### src/rtl/oau_pkg.sv
package oau_pkg;

  typedef enum logic [2:0] {
    AM_IMM    = 3'd0,
    AM_DIR    = 3'd1,
    AM_IDX    = 3'd2,
    AM_IDXOFF = 3'd3,
    AM_SPOFF  = 3'd4,
    AM_POP    = 3'd5,
    AM_TOSPOP = 3'd6,
    AM_TOS    = 3'd7
  } amode_t;

  typedef enum logic [1:0] {
    PH_STREAM = 2'd0,
    PH_PTR    = 2'd1,
    PH_DATA   = 2'd2
  } phase_t;

  typedef enum logic [1:0] {
    ST_IDLE = 2'd0,
    ST_WAIT = 2'd1,
    ST_CAPT = 2'd2
  } state_t;

endpackage

### src/rtl/oau_mode_dec.sv
module oau_mode_dec
  import oau_pkg::*;
(
  input  amode_t mode,
  input  logic   is_word,
  output phase_t first_phase,
  output logic   stream_last,
  output logic   data_last,
  output logic   pop_at_ptr,
  output logic   pop_at_data,
  output logic   is_imm
);

  always_comb begin
    first_phase = PH_STREAM;
    stream_last = 1'b0;
    data_last   = is_word;
    pop_at_ptr  = 1'b0;
    pop_at_data = 1'b0;
    is_imm      = 1'b0;
    unique case (mode)
      AM_IMM: begin
        is_imm      = 1'b1;
        stream_last = is_word;
      end
      AM_DIR:    stream_last = 1'b1;
      AM_IDX:    first_phase = PH_DATA;
      AM_IDXOFF: stream_last = 1'b0;
      AM_SPOFF:  stream_last = 1'b0;
      AM_POP: begin
        first_phase = PH_DATA;
        data_last   = 1'b1;
        pop_at_data = 1'b1;
      end
      AM_TOSPOP: begin
        first_phase = PH_PTR;
        pop_at_ptr  = 1'b1;
      end
      AM_TOS:    first_phase = PH_PTR;
      default:   first_phase = PH_STREAM;
    endcase
  end

endmodule

### src/rtl/oau_ea_calc.sv
module oau_ea_calc
  import oau_pkg::*;
#(
  parameter int DW = 8,
  localparam int AW = 2 * DW
) (
  input  amode_t        mode,
  input  logic [DW-1:0] byte_in,
  input  logic [DW-1:0] lo_byte,
  input  logic [AW-1:0] idx,
  input  logic [AW-1:0] sp,
  output logic [AW-1:0] ea
);

  logic [AW-1:0] ofs_ext;
  logic [AW-1:0] pair;

  assign ofs_ext = {{DW{1'b0}}, byte_in};
  assign pair    = {byte_in, lo_byte};

  always_comb begin
    unique case (mode)
      AM_DIR, AM_TOSPOP, AM_TOS: ea = pair;
      AM_IDX:                    ea = idx;
      AM_IDXOFF:                 ea = idx + ofs_ext;
      AM_SPOFF:                  ea = sp + ofs_ext;
      AM_POP:                    ea = sp;
      default:                   ea = '0;
    endcase
  end

endmodule

### src/rtl/oau_fsm.sv
module oau_fsm
  import oau_pkg::*;
#(
  parameter int DW = 8,
  localparam int AW = 2 * DW
) (
  input  logic          clk,
  input  logic          rst,
  input  logic          start,
  input  amode_t        start_mode,
  input  logic          is_word,
  input  logic [AW-1:0] pc_in,
  input  logic [AW-1:0] sp_in,
  input  logic [AW-1:0] idx_in,
  input  phase_t        start_phase,
  input  logic          stream_last,
  input  logic          data_last,
  input  logic          pop_at_ptr,
  input  logic          pop_at_data,
  input  logic          is_imm,
  input  logic [AW-1:0] ea,
  input  logic [DW-1:0] mem_rdata,
  output amode_t        mode_q,
  output logic          word_q,
  output logic [DW-1:0] lo_q,
  output logic [AW-1:0] idx_q,
  output logic [AW-1:0] sp_q,
  output logic [AW-1:0] pc_q,
  output logic          mem_rd,
  output logic [AW-1:0] mem_addr,
  output logic          busy,
  output logic          opnd_valid,
  output logic [AW-1:0] opnd
);

  localparam logic [AW-1:0] ONE = AW'(1);
  localparam logic [AW-1:0] TWO = AW'(2);

  state_t        state;
  phase_t        phase;
  logic          cnt;
  logic [AW-1:0] start_addr;
  logic [AW-1:0] assembled;

  always_comb begin
    if (start_phase == PH_STREAM)  start_addr = pc_in;
    else if (start_mode == AM_IDX) start_addr = idx_in;
    else                           start_addr = sp_in;
  end

  assign assembled = cnt ? {mem_rdata, lo_q} : {{DW{1'b0}}, mem_rdata};

  always_ff @(posedge clk) begin
    if (rst) begin
      state      <= ST_IDLE;
      phase      <= PH_STREAM;
      cnt        <= 1'b0;
      mode_q     <= AM_IMM;
      word_q     <= 1'b0;
      lo_q       <= '0;
      idx_q      <= '0;
      sp_q       <= '0;
      pc_q       <= '0;
      mem_rd     <= 1'b0;
      mem_addr   <= '0;
      busy       <= 1'b0;
      opnd_valid <= 1'b0;
      opnd       <= '0;
    end else begin
      opnd_valid <= 1'b0;
      unique case (state)
        ST_IDLE: begin
          if (start) begin
            mode_q   <= start_mode;
            word_q   <= is_word;
            pc_q     <= pc_in;
            sp_q     <= sp_in;
            idx_q    <= idx_in;
            cnt      <= 1'b0;
            phase    <= start_phase;
            busy     <= 1'b1;
            mem_rd   <= 1'b1;
            mem_addr <= start_addr;
            state    <= ST_WAIT;
          end
        end
        ST_WAIT: begin
          mem_rd <= 1'b0;
          state  <= ST_CAPT;
        end
        ST_CAPT: begin
          unique case (phase)
            PH_STREAM: begin
              pc_q <= pc_q + ONE;
              if (!cnt && stream_last) begin
                lo_q     <= mem_rdata;
                cnt      <= 1'b1;
                mem_rd   <= 1'b1;
                mem_addr <= mem_addr + ONE;
                state    <= ST_WAIT;
              end else if (is_imm) begin
                opnd       <= assembled;
                busy       <= 1'b0;
                opnd_valid <= 1'b1;
                state      <= ST_IDLE;
              end else begin
                cnt      <= 1'b0;
                phase    <= PH_DATA;
                mem_rd   <= 1'b1;
                mem_addr <= ea;
                state    <= ST_WAIT;
              end
            end
            PH_PTR: begin
              if (!cnt) begin
                lo_q     <= mem_rdata;
                cnt      <= 1'b1;
                mem_rd   <= 1'b1;
                mem_addr <= mem_addr + ONE;
                state    <= ST_WAIT;
              end else begin
                if (pop_at_ptr) sp_q <= sp_q + TWO;
                cnt      <= 1'b0;
                phase    <= PH_DATA;
                mem_rd   <= 1'b1;
                mem_addr <= ea;
                state    <= ST_WAIT;
              end
            end
            default: begin
              if (!cnt && data_last) begin
                lo_q     <= mem_rdata;
                cnt      <= 1'b1;
                mem_rd   <= 1'b1;
                mem_addr <= mem_addr + ONE;
                state    <= ST_WAIT;
              end else begin
                if (pop_at_data) sp_q <= sp_q + TWO;
                opnd       <= assembled;
                busy       <= 1'b0;
                opnd_valid <= 1'b1;
                state      <= ST_IDLE;
              end
            end
          endcase
        end
        default: state <= ST_IDLE;
      endcase
    end
  end

endmodule

### src/rtl/opnd_addr_unit.sv
module opnd_addr_unit
  import oau_pkg::*;
#(
  parameter int DW    = 8,
  parameter int OPC_W = 8,
  localparam int AW   = 2 * DW
) (
  input  logic             clk,
  input  logic             rst,
  input  logic             start,
  input  logic [OPC_W-1:0] opcode,
  input  logic             is_word,
  input  logic [AW-1:0]    pc_in,
  input  logic [AW-1:0]    sp_in,
  input  logic [AW-1:0]    idx_in,
  output logic             mem_rd,
  output logic [AW-1:0]    mem_addr,
  input  logic [DW-1:0]    mem_rdata,
  output logic             busy,
  output logic             opnd_valid,
  output logic [AW-1:0]    opnd,
  output logic [AW-1:0]    pc_out,
  output logic [AW-1:0]    sp_out
);

  amode_t        in_mode;
  amode_t        mode_q;
  logic          word_q;
  phase_t        in_phase;
  phase_t        q_phase_unused;
  logic          in_sl_unused, in_dl_unused, in_pp_unused, in_pd_unused, in_imm_unused;
  logic          stream_last, data_last, pop_at_ptr, pop_at_data, is_imm;
  logic [DW-1:0] lo_q;
  logic [AW-1:0] idx_q, sp_q, pc_q, ea;

  assign in_mode = amode_t'(opcode[2:0]);

  oau_mode_dec u_dec_in (
    .mode        (in_mode),
    .is_word     (is_word),
    .first_phase (in_phase),
    .stream_last (in_sl_unused),
    .data_last   (in_dl_unused),
    .pop_at_ptr  (in_pp_unused),
    .pop_at_data (in_pd_unused),
    .is_imm      (in_imm_unused)
  );

  oau_mode_dec u_dec_q (
    .mode        (mode_q),
    .is_word     (word_q),
    .first_phase (q_phase_unused),
    .stream_last (stream_last),
    .data_last   (data_last),
    .pop_at_ptr  (pop_at_ptr),
    .pop_at_data (pop_at_data),
    .is_imm      (is_imm)
  );

  oau_ea_calc #(.DW(DW)) u_ea (
    .mode    (mode_q),
    .byte_in (mem_rdata),
    .lo_byte (lo_q),
    .idx     (idx_q),
    .sp      (sp_q),
    .ea      (ea)
  );

  oau_fsm #(.DW(DW)) u_fsm (
    .clk         (clk),
    .rst         (rst),
    .start       (start),
    .start_mode  (in_mode),
    .is_word     (is_word),
    .pc_in       (pc_in),
    .sp_in       (sp_in),
    .idx_in      (idx_in),
    .start_phase (in_phase),
    .stream_last (stream_last),
    .data_last   (data_last),
    .pop_at_ptr  (pop_at_ptr),
    .pop_at_data (pop_at_data),
    .is_imm      (is_imm),
    .ea          (ea),
    .mem_rdata   (mem_rdata),
    .mode_q      (mode_q),
    .word_q      (word_q),
    .lo_q        (lo_q),
    .idx_q       (idx_q),
    .sp_q        (sp_q),
    .pc_q        (pc_q),
    .mem_rd      (mem_rd),
    .mem_addr    (mem_addr),
    .busy        (busy),
    .opnd_valid  (opnd_valid),
    .opnd        (opnd)
  );

  assign pc_out = pc_q;
  assign sp_out = sp_q;

endmodule

### config.mk
export PLATFORM = sky130hd
export DESIGN_NAME = opnd_addr_unit
export DESIGN_NICKNAME = d
export VERILOG_FILES = /design/src/rtl/oau_pkg.sv /design/src/rtl/oau_mode_dec.sv /design/src/rtl/oau_ea_calc.sv /design/src/rtl/oau_fsm.sv /design/src/rtl/opnd_addr_unit.sv
export SDC_FILE = /design/constraint.sdc
export NUM_CORES = 1
export LEC_CHECK = 0
export BUFFER_PORTS_ARGS = -buffer_cell sky130_fd_sc_hd__buf_2
export CORE_MARGIN = 4
export CORE_UTILIZATION = 40
export CTS_CLUSTER_DIAMETER = 150
export DETAILED_ROUTE_END_ITERATION = 8
export GPL_TIMING_DRIVEN = 0
export PLACE_DENSITY_LB_ADDON = 0.05
export SLEW_MARGIN = 40
export SYNTH_ARGS = -nofsm -noshare
export SYNTH_HDL_FRONTEND = slang
export SYNTH_SLANG_ARGS = --single-unit
### constraint.sdc
create_clock -name clk -period 9.65 [get_ports clk]
set_input_delay 0.4825 -clock clk [delete_from_list [all_inputs] [get_ports clk]]
set_output_delay 0.4825 -clock clk [all_outputs]
set_load 0.02 [all_outputs]
==> flow_summary.toml, run 1 <==
[run_status]
status = "completed"

[routing]
drt-pass1-iter-count = 6
wl_per_cell_um = 23.8
drtIter0Drc = 1030
drcViolationCount = 0
viasPerCell = 6.27
finalWirelength_mm = 29.7
drtAntennaViolNets = 0
vias = 7852

[finish]
seqCellArea_mm2 = 0.00200
drive_gt1_share_pct = 18.0
area_delta_synth_final_pct = 18.9
final_cells = 1252
fin_nets = 1113
nFillCells = 1699
utilization_pct = 49.2
multi_input_area_mm2 = 0.00436
antenna-diode-count = 0

[run]
cap_violations = 0

[grt]
grt_max_degree = 17
grt_pass1_wl_mm = 44.0
grt_use_total_pct = 31.4
grt_use_met2_pct = 47.9
antenna_found_initial = 0
grt_busiest_layer = "met2"
grt_remaining_overflow = 0
use_met3_pct = 4.41
grt_pass1_vias = 7096
use_met1_pct = 45.5

[clock_tree]
htreeDepth = 3
cts_resized = 0
post_cts_buffers = 0
root_buffer = "clkbuf_16"
clkSinkCount = 100
clk_latency_ns = 0.36
cts_buffer_depth = 2
cts_buffers = 9
tritoncts = "built"
ctsHoldBuffers = 0
clk_pin_slew_ns = 0.07

[placed_design]
portBuffers = 128
place.gp.congestion = 0.968
dpl.cell_count = 1236
place_hpwl_mm = 23.1

[critical_path]
rr_worst_depth = 14
critPathCaptureType = "flop"
worst-setup-path-type = "flop to flop"
critical_path_required_ns = 9.86
crit_fanout = 10
worstPathArrival_ns = 4.23
start_kind = "flop"

[logic_synthesis]
syn-instance-count = 892
syn_area_per_cell_um2 = 7.48
synth-edff-count = 0
synth_top_flop_cell = "dfxtp_1"
yosys.cell_types.count = 77
yosys_warnings = 0
yosys.cell_count.top_type = "nand2_1"
synth_common_cells = "nand2_1 (136), a21oi_1 (102), dfxtp_1 (100)"
async_flop_share_pct = 0
ys_ff_latch = 100
synthTopCellsByArea = "dfxtp_1 (30%), a21oi_1 (7.7%), nand2_1 (7.7%)"
synth_area_mm2 = 0.00667
synth_top_area_share_pct = 30.0
syn_nets = 974
yosys.area.top_type = "dfxtp_1"
ys_seq_area_share_pct = 30.0

[sta]
finalSetupViolCount = 0
fin_crit_sh_pct = 41.7
max_slew_margin_pct = 43.3
skew_ns = 0.00573
worst-slew-pin-transition_ns = 0.851
post-route-min-period_ns = 4.02
finalHoldViolCount = 0
tns_ns = 0
max_freq_mhz = 249
rsz0062_at_grt = "no"
slew_violations = 0

[power]
power_density_mw_per_mm2 = 155
p_leak_uw = 0.00316
vdd_drop_max_v = 0.0000881
total_power_uw = 1230

[die]
die_area_mm2 = 0.0188
die_w_um = 137
start_util_pct = 41.4
core-area_mm2 = 0.0161
rows = 46
die_y_um = 137
io_pins = 135

[min_path]
hold_class = "input pin to flop"
hold_depth = 3
[cells by family after synthesis]
| family | synth area share (%) |
|---|---|
| and+or+nand+nor | 22.8 |
| AOI/OAI and AO/OA | 31.2 |
| DFF | 30.0 |
| buffers and inverters | 4.80 |
| muxes | 5.36 |
| xor gates and xnor gates | 3.15 |
| adders and majority gates | 2.74 |
[area by class of cell]
class,instances,area share (%)
buffer,65,3.42
clock buffer,11,2.93
inverter,13,0.615
clock inverter,5,1.36
timing repair buffer,128,8.08
tap,216,3.41
sequential,100,25.2
multi-input combinational,714,54.9
[per-stage QoR]
step	hold WS, ns	cell area [um^2]	worst slack, ns
after floorplan	0.445	6670	6.48
after global placement	0.438	7580	5.74
after detailed placement	0.445	7580	5.74
after CTS	0.376	7920	5.70
after global routing	0.406	7930	5.39
final	0.382	7930	5.63
[where the power goes]
group          total (uW)  internal [uW]  switching (uW)
Sequential            482            440            41.4
Combinational         319            109             210
Clock                 429            256             173
Total                1230            805             425
[worst max-delay path: stages (launching register included)]
cell and delay (ns):
dfxtp_1 0.48, or3b_1 0.19, buf_2 0.20, buf_2 0.27
clkbuf_1 0.44, nand2_1 0.11, nand2_1 0.09, ha_1 0.19
inv_1 0.07, fa_1 0.52, a21oi_1 0.08, a222oi_1 0.70
a211oi_1 0.19, o21ai_0 0.26, a21oi_1 0.09
[sequential cells by signal (all words and copies together) (netlist names)]
signal / count
u_fsm.lo_q: 8
u_fsm.busy: 1
u_fsm.sp_q: 16
u_fsm.mem_rd: 1
u_fsm.mem_addr: 16
u_fsm.word_q: 1
u_fsm.phase: 2
u_fsm.opnd: 16
u_fsm.pc_q: 16
u_fsm.cnt: 1
u_fsm.idx_q: 16
u_fsm.state: 2
u_fsm.opnd_valid: 1
u_fsm.mode_q: 3
[path summary, 6_finish.rpt]
check | startpoint | end | slack [ns]
worst min-delay path | is_word | u_fsm.word_q | 0.38
worst min register to register | u_fsm.opnd[14] | u_fsm.opnd[14] | 0.45
worst max-delay path | u_fsm.mode_q[0] | u_fsm.mem_addr[1] | 5.63
worst max register to register | u_fsm.mode_q[0] | u_fsm.mem_addr[1] | 5.63
[metal layers]
layer | part of all wire, % | vias up | routed length (um)
li1 | - | 3616 | -
met1 | 43 | 3719 | 12900
met2 | 44 | 462 | 12900
met3 | 10 | 55 | 2980
met4 | 3.2 | 0 | 964
met5 | 0 | - | 0
[placed cells by master (no fill, tap or decap), types with 14 or more instances in the layout]
cell type  instances
buf_2            146
nand2_1          136
a21oi_1          102
dfxtp_1          100
nor2_1            70
o21ai_0           54
clkbuf_1          45
nand3_1           33
mux2i_1           28
a211oi_1          26
a221oi_1          18
nor3_1            17
xnor2_1           15
o22ai_1           14
No activity file was read; power rests on OpenSTA's default activity.
==> run 2, diff against run 1 <==
clock period = 3.7 ns   (was 9.65 ns; I/O delays follow)
==> run 2 against run 1 <==
Core utilization about the same. Design area barely moved. Clock power grew to 2.6 times the previous value. Fmax increased by 13%. Critical endpoint unchanged. Largest power group unchanged.
==> flow_summary.toml, run 2 (synthesized netlist as in run 1, its figures left out) <==
[run_status]
status = "completed"

[clock_tree]
htreeDepth = 3
clkSinkCount = 100
ctsHoldBuffers = 0
cts_buffer_depth = 2
clk_latency_ns = 0.36
tritoncts = "built"
cts_buffers = 9
clk_pin_slew_ns = 0.07
root_buffer = "clkbuf_16"

[grt]
use_met1_pct = 45.5
antenna_found_initial = 0
grt_use_total_pct = 31.4
grt_pass1_wl_mm = 43.9
grt_use_met2_pct = 47.9
grt_pass1_vias = 7093
grt_max_degree = 20
grt_busiest_layer = "met2"
grt_remaining_overflow = 0
use_met3_pct = 4.41

[finish]
area_delta_synth_final_pct = 19.0
layout_common_cells = "buf_2 (144), nand2_1 (136), a21oi_1 (102)"
drive_gt1_share_pct = 18.2
layout_commonest_cell = "buf_2"
finalInstanceArea_mm2 = 0.00794
fin_nets = 1112
antenna-diode-count = 0

[sta]
worst-slew-pin-transition_ns = 0.863
rsz0062_at_grt = "no"
finalHoldViolCount = 0
tns_ns = 0
slew_violations = 0
skew_ns = 0.00537
fin_crit_sh_pct = 96.5
finalHoldWorstSlack_ns = 0.0836
max_freq_mhz = 280
finalSetupViolCount = 0
max_slew_margin_pct = 42.5
setup_ws_ns = 0.130
post-route-min-period_ns = 3.57

[critical_path]
cp_top_family = "compound AO/OA/AOI/OAI gates"
critical_path_required_ns = 3.91
cp.depth = 13
crit_path_max_incr_delay_ns = 0.69
crit_path_cell_trace = "buf_2 > or3b_1 > buf_2 > buf_4 > nor2_1 > a21o_1 > inv_1 > fa_1 > a21oi_1 > a222oi_1 > a211oi_1 > o21ai_0 > a21oi_1"
cp_num_buf_inv = 4
crit_fanout = 19
rr_worst_depth = 13
slowest_stage = "a222oi_1"
worst-setup-path-type = "flop to flop"
start_kind = "flop"
critPathCaptureType = "flop"
worstPathArrival_ns = 3.78

[placed_design]
portBuffers = 128
place_hpwl_mm = 23.1
placed_cell_area_mm2 = 0.00758
place_ws_ns = -0.206
place.gp.congestion = 0.968

[die]
die_y_um = 137
start_util_pct = 41.4
core-area_mm2 = 0.0161
die_w_um = 137
io_pins = 135
rows = 46
die_area_mm2 = 0.0188

[routing]
vias = 7843
viasPerCell = 6.27
drt-pass1-iter-count = 5
wl_per_cell_um = 23.9
drtIter0Drc = 956
finalWirelength_mm = 29.9
drtAntennaViolNets = 0
drcViolationCount = 0

[power]
total_power_uw = 3210
power_density_mw_per_mm2 = 404
p_leak_uw = 0.00316
vdd_drop_max_v = 0.000232

[run]
cap_violations = 0

[min_path]
hold_depth = 3
hold_class = "input pin to flop"
## run 2: cell types whose count changed in the layout (fill, tap and decap cells not counted)
cell / previous run / this run
a211oi_1: 26 / 25
clkbuf_4: 0 / 1
buf_4: 1 / 2
clkbuf_1: 45 / 44
buf_2: 146 / 144
dfxtp_1: 100 / 99
dfxtp_2: 0 / 1
a211oi_2: 2 / 3
## run 2: layer usage
| metal | vias to the layer above | share of wire, % | wire [um] |
|---|---|---|---|
| met5 | - | 0 | 0 |
| met4 | 0 | 3.3 | 971 |
| met3 | 56 | 9.5 | 2830 |
| met2 | 432 | 44 | 13000 |
| met1 | 3740 | 44 | 13100 |
| li1 | 3615 | - | - |
## run 2: final timing paths
check,slack [ns],start,to
max,0.13,u_fsm.mode_q[1],u_fsm.mem_addr[1]
min reg2reg,0.45,u_fsm.opnd[14],u_fsm.opnd[14]
max reg2reg,0.13,u_fsm.mode_q[1],u_fsm.mem_addr[1]
min,0.08,is_word,u_fsm.word_q
## run 2: what timing repair did
| action | 4_1_cts | 5_1_grt |
|---|---|---|
| hold endpoints to repair | 0 | 0 |
| resized for setup | 0 | 5 |
| setup buffers | 0 | 0 |
| pin swaps | 1 | 1 |
| endpoints found under the setup margin | 6 | 6 |
## run 2: stage by stage
stage / instances / utilization (%)
after detailed placement: 1236 / 47.1
after global routing: 1251 / 49.3
after global placement: 1236 / 47.1
final: 1251 / 49.3
after floorplan: 892 / -
after CTS: 1251 / 49.1
## run 2: final cells by class
class	count	area (um^2)
clock buffer	11	233
sequential	100	2000
clock inverter	5	108
buffer	64	273
tap	216	270
timing repair buffer	128	641
multi-input combinational	714	4360
fill	1701	8180
inverter	13	48.8
## run 2: worst min-delay path, stage by stage
cell and delay (ns):
buf_2 0.11, nand2_1 0.05, a21oi_1 0.05
## run 2: power by group
part           internal [uW]  switching [uW]  leakage, uW
logic                    284             551      0.00218
clock network            668             452     0.000165
registers               1150             108     0.000819
total                   2100            1110      0.00316
==> run 3, diff against run 2 <==
ABC_CLOCK_PERIOD_IN_PS = 3700   (was unset)
CELL_PAD_IN_SITES_DETAIL_PLACEMENT = 1   (was unset)
CELL_PAD_IN_SITES_GLOBAL_PLACEMENT = 1   (was unset)
==> run 3 against run 2 <==
Clock skew rose by 0.0016 ns. Sequential power barely moved. First-iteration DRC count fell by 10%. Design area fell by 0.46%. Sequential share of layout area rose by 0.12 points. Clock power fell by 9.8%. Routed wire length rose by 3.3%. Setup slack improved by 0.062 ns. Fmax rose by 1.8%. Register-to-register slack improved by 0.06 ns. Clock-buffer cell count fell by 2. Non-clock buffer count did not move.
==> flow_summary.toml, run 3 (synthesized netlist as in run 1, its figures left out) <==
[critical_path]
start_kind = "flop"
cp_top_family = "compound AO/OA/AOI/OAI gates"
rr_worst_depth = 12
crit_path_max_incr_delay_ns = 0.40
cp_num_buf_inv = 3
crit_path_cell_trace = "buf_2 > or3b_1 > buf_2 > clkbuf_4 > a21o_1 > ha_1 > a211oi_1 > o21ai_0 > o31ai_1 > xnor2_1 > nand2_1 > a311oi_1"
worstPathArrival_ns = 3.78
crit_fanout = 19
r2r_slack_ns = 0.19
r2r_end = "u_fsm.mem_addr[7]"
slowest_stage = "or3b_1"
r2r_start = "u_fsm.mode_q[1]"
worst-setup-path-type = "flop to flop"
cpMostUsedCell = "buf_2"
critPathCaptureType = "flop"
critical_path_required_ns = 3.97

[power]
pwr-share-seq_pct = 40.5
vdd_drop_max_v = 0.000210
p_sw_uw = 1180
power_density_mw_per_mm2 = 392
p_int_uw = 1910
swShare_pct = 38.2
total_power_uw = 3100
pwr-share-clk_pct = 32.5
p_comb_share_pct = 27.0
p_leak_uw = 0.00315

[finish]
area_delta_synth_final_pct = 18.4
layout_common_cells = "buf_2 (145), nand2_1 (136), a21oi_1 (102)"
layout_commonest_cell = "buf_2"
fin_nets = 1112
drive_gt1_share_pct = 18.5
antenna-diode-count = 0
final_cells = 1251

[sta]
worst-slew-pin-transition_ns = 0.843
setup_ws_ns = 0.192
skew_ns = 0.00695
fin_crit_sh_pct = 94.8
slew_violations = 0
max_slew_margin_pct = 43.8
finalHoldViolCount = 0
rsz0062_at_grt = "yes"
max_freq_mhz = 285
post-route-min-period_ns = 3.51
finalHoldWorstSlack_ns = 0.0829
finalSetupViolCount = 0

[placed_design]
place_hpwl_mm = 24.1
place_ws_ns = -0.280
dpl.cell_count = 1236
portBuffers = 128
place.gp.congestion = 0.977

[routing]
vias = 7969
drtIter0Drc = 860
finalWirelength_mm = 30.8
drt-pass1-iter-count = 5
viasPerCell = 6.37
wl_per_cell_um = 24.6
drcViolationCount = 0
drtAntennaViolNets = 0

[grt]
grt_remaining_overflow = 0
grt_use_total_pct = 32.5
antenna_found_initial = 0
grt_max_degree = 21
grt_pass1_wl_mm = 45.8
grt_pass1_vias = 7706

[die]
core-area_mm2 = 0.0161
die_w_um = 137
start_util_pct = 41.4
rows = 46
die_y_um = 137
io_pins = 135
die_area_mm2 = 0.0188

[run]
cap_violations = 0

[clock_tree]
clk_latency_ns = 0.36
cts_buffer_depth = 2
root_buffer = "clkbuf_16"
cts_buffers = 9
tritoncts = "built"
clkSinkCount = 100
htreeDepth = 3
clk_pin_slew_ns = 0.08

[min_path]
hp-start = "is_word"
hold_class = "input pin to flop"
holdPathEnd = "u_fsm.word_q"
hold_depth = 3

[run_status]
status = "completed"
run 3: cell types whose count changed in the layout (fill, tap and decap cells not counted), sizes merged:
| cell | change |
|---|---|
| clkinv | +1 |
| inv | +3 |
| bufinv | -3 |
| clkbuf | -2 |
| clkinvlp | +1 |
run 3: metrics by stage:
step	utilization (%)	TNS, ns	area [um^2]
2_1_floorplan	-	0	6670
3_3_place_gp	47.1	-0.689	7580
3_5_place_dp	47.1	-0.938	7580
4_1_cts	48.9	0	7890
5_1_grt	49.0	-0.0143	7900
6_report	49.0	0	7900
run 3: how the worst max path moves through the flow:
stage	from	endpoint	slack, ns	cells past startpoint
after detailed placement	u_fsm.mode_q[1]	u_fsm.mem_addr[14]	-0.28	16
after global routing	u_fsm.mode_q[1]	u_fsm.mem_addr[7]	-0.01	12
final	u_fsm.mode_q[1]	u_fsm.mem_addr[7]	0.19	12
after global placement	u_fsm.mode_q[0]	u_fsm.mem_addr[10]	-0.22	15
after CTS	u_fsm.mode_q[2]	u_fsm.mem_addr[7]	0.1	11
after floorplan	u_fsm.mode_q[1]	u_fsm.mem_addr[14]	0.53	15
run 3: what timing repair did:
item,in CTS,in global routing
gates resized for setup,1,3
hold buffers,0,0
setup buffers,0,0
endpoints found under the setup margin,8,5
run 3: worst reg2reg max path, cell delays in order (launching register included):
cell and delay, ns:
dfxtp_1 0.31, buf_2 0.17, or3b_1 0.40, buf_2 0.20, clkbuf_4 0.26, a21o_1 0.24, ha_1 0.30, a211oi_1 0.37
o21ai_0 0.22, o31ai_1 0.30, xnor2_1 0.22, nand2_1 0.16, a311oi_1 0.29
run 3: area by class of cell:
class | instances | area, um^2
buffer | 64 | 270
clock buffer | 9 | 225
clock inverter | 7 | 75.1
fill | 2114 | 8210
inverter | 13 | 48.8
multi-input combinational | 714 | 4370
sequential | 100 | 2000
tap | 216 | 270
timing repair buffer | 128 | 641
run 3: power by group through the flow:
stage          clock, uW  combinational (uW)  sequential (uW)
6_report            1010                 837             1260
4_1_cts             1010                 820             1250
3_3_place_gp           0                 806             1270
5_1_grt             1050                 900             1260
3_5_place_dp           0                 815             1270
2_1_floorplan          0                 452             1300
run 3: layer usage:
layer | routed length, um | track usage [%] | vias up
met4 | 1280 | 14.0 | 0
met5 | 0 | 0 | -
met1 | 13300 | 45.9 | 3869
met2 | 13300 | 49.0 | 431
li1 | - | - | 3601
met3 | 2960 | 5.15 | 68
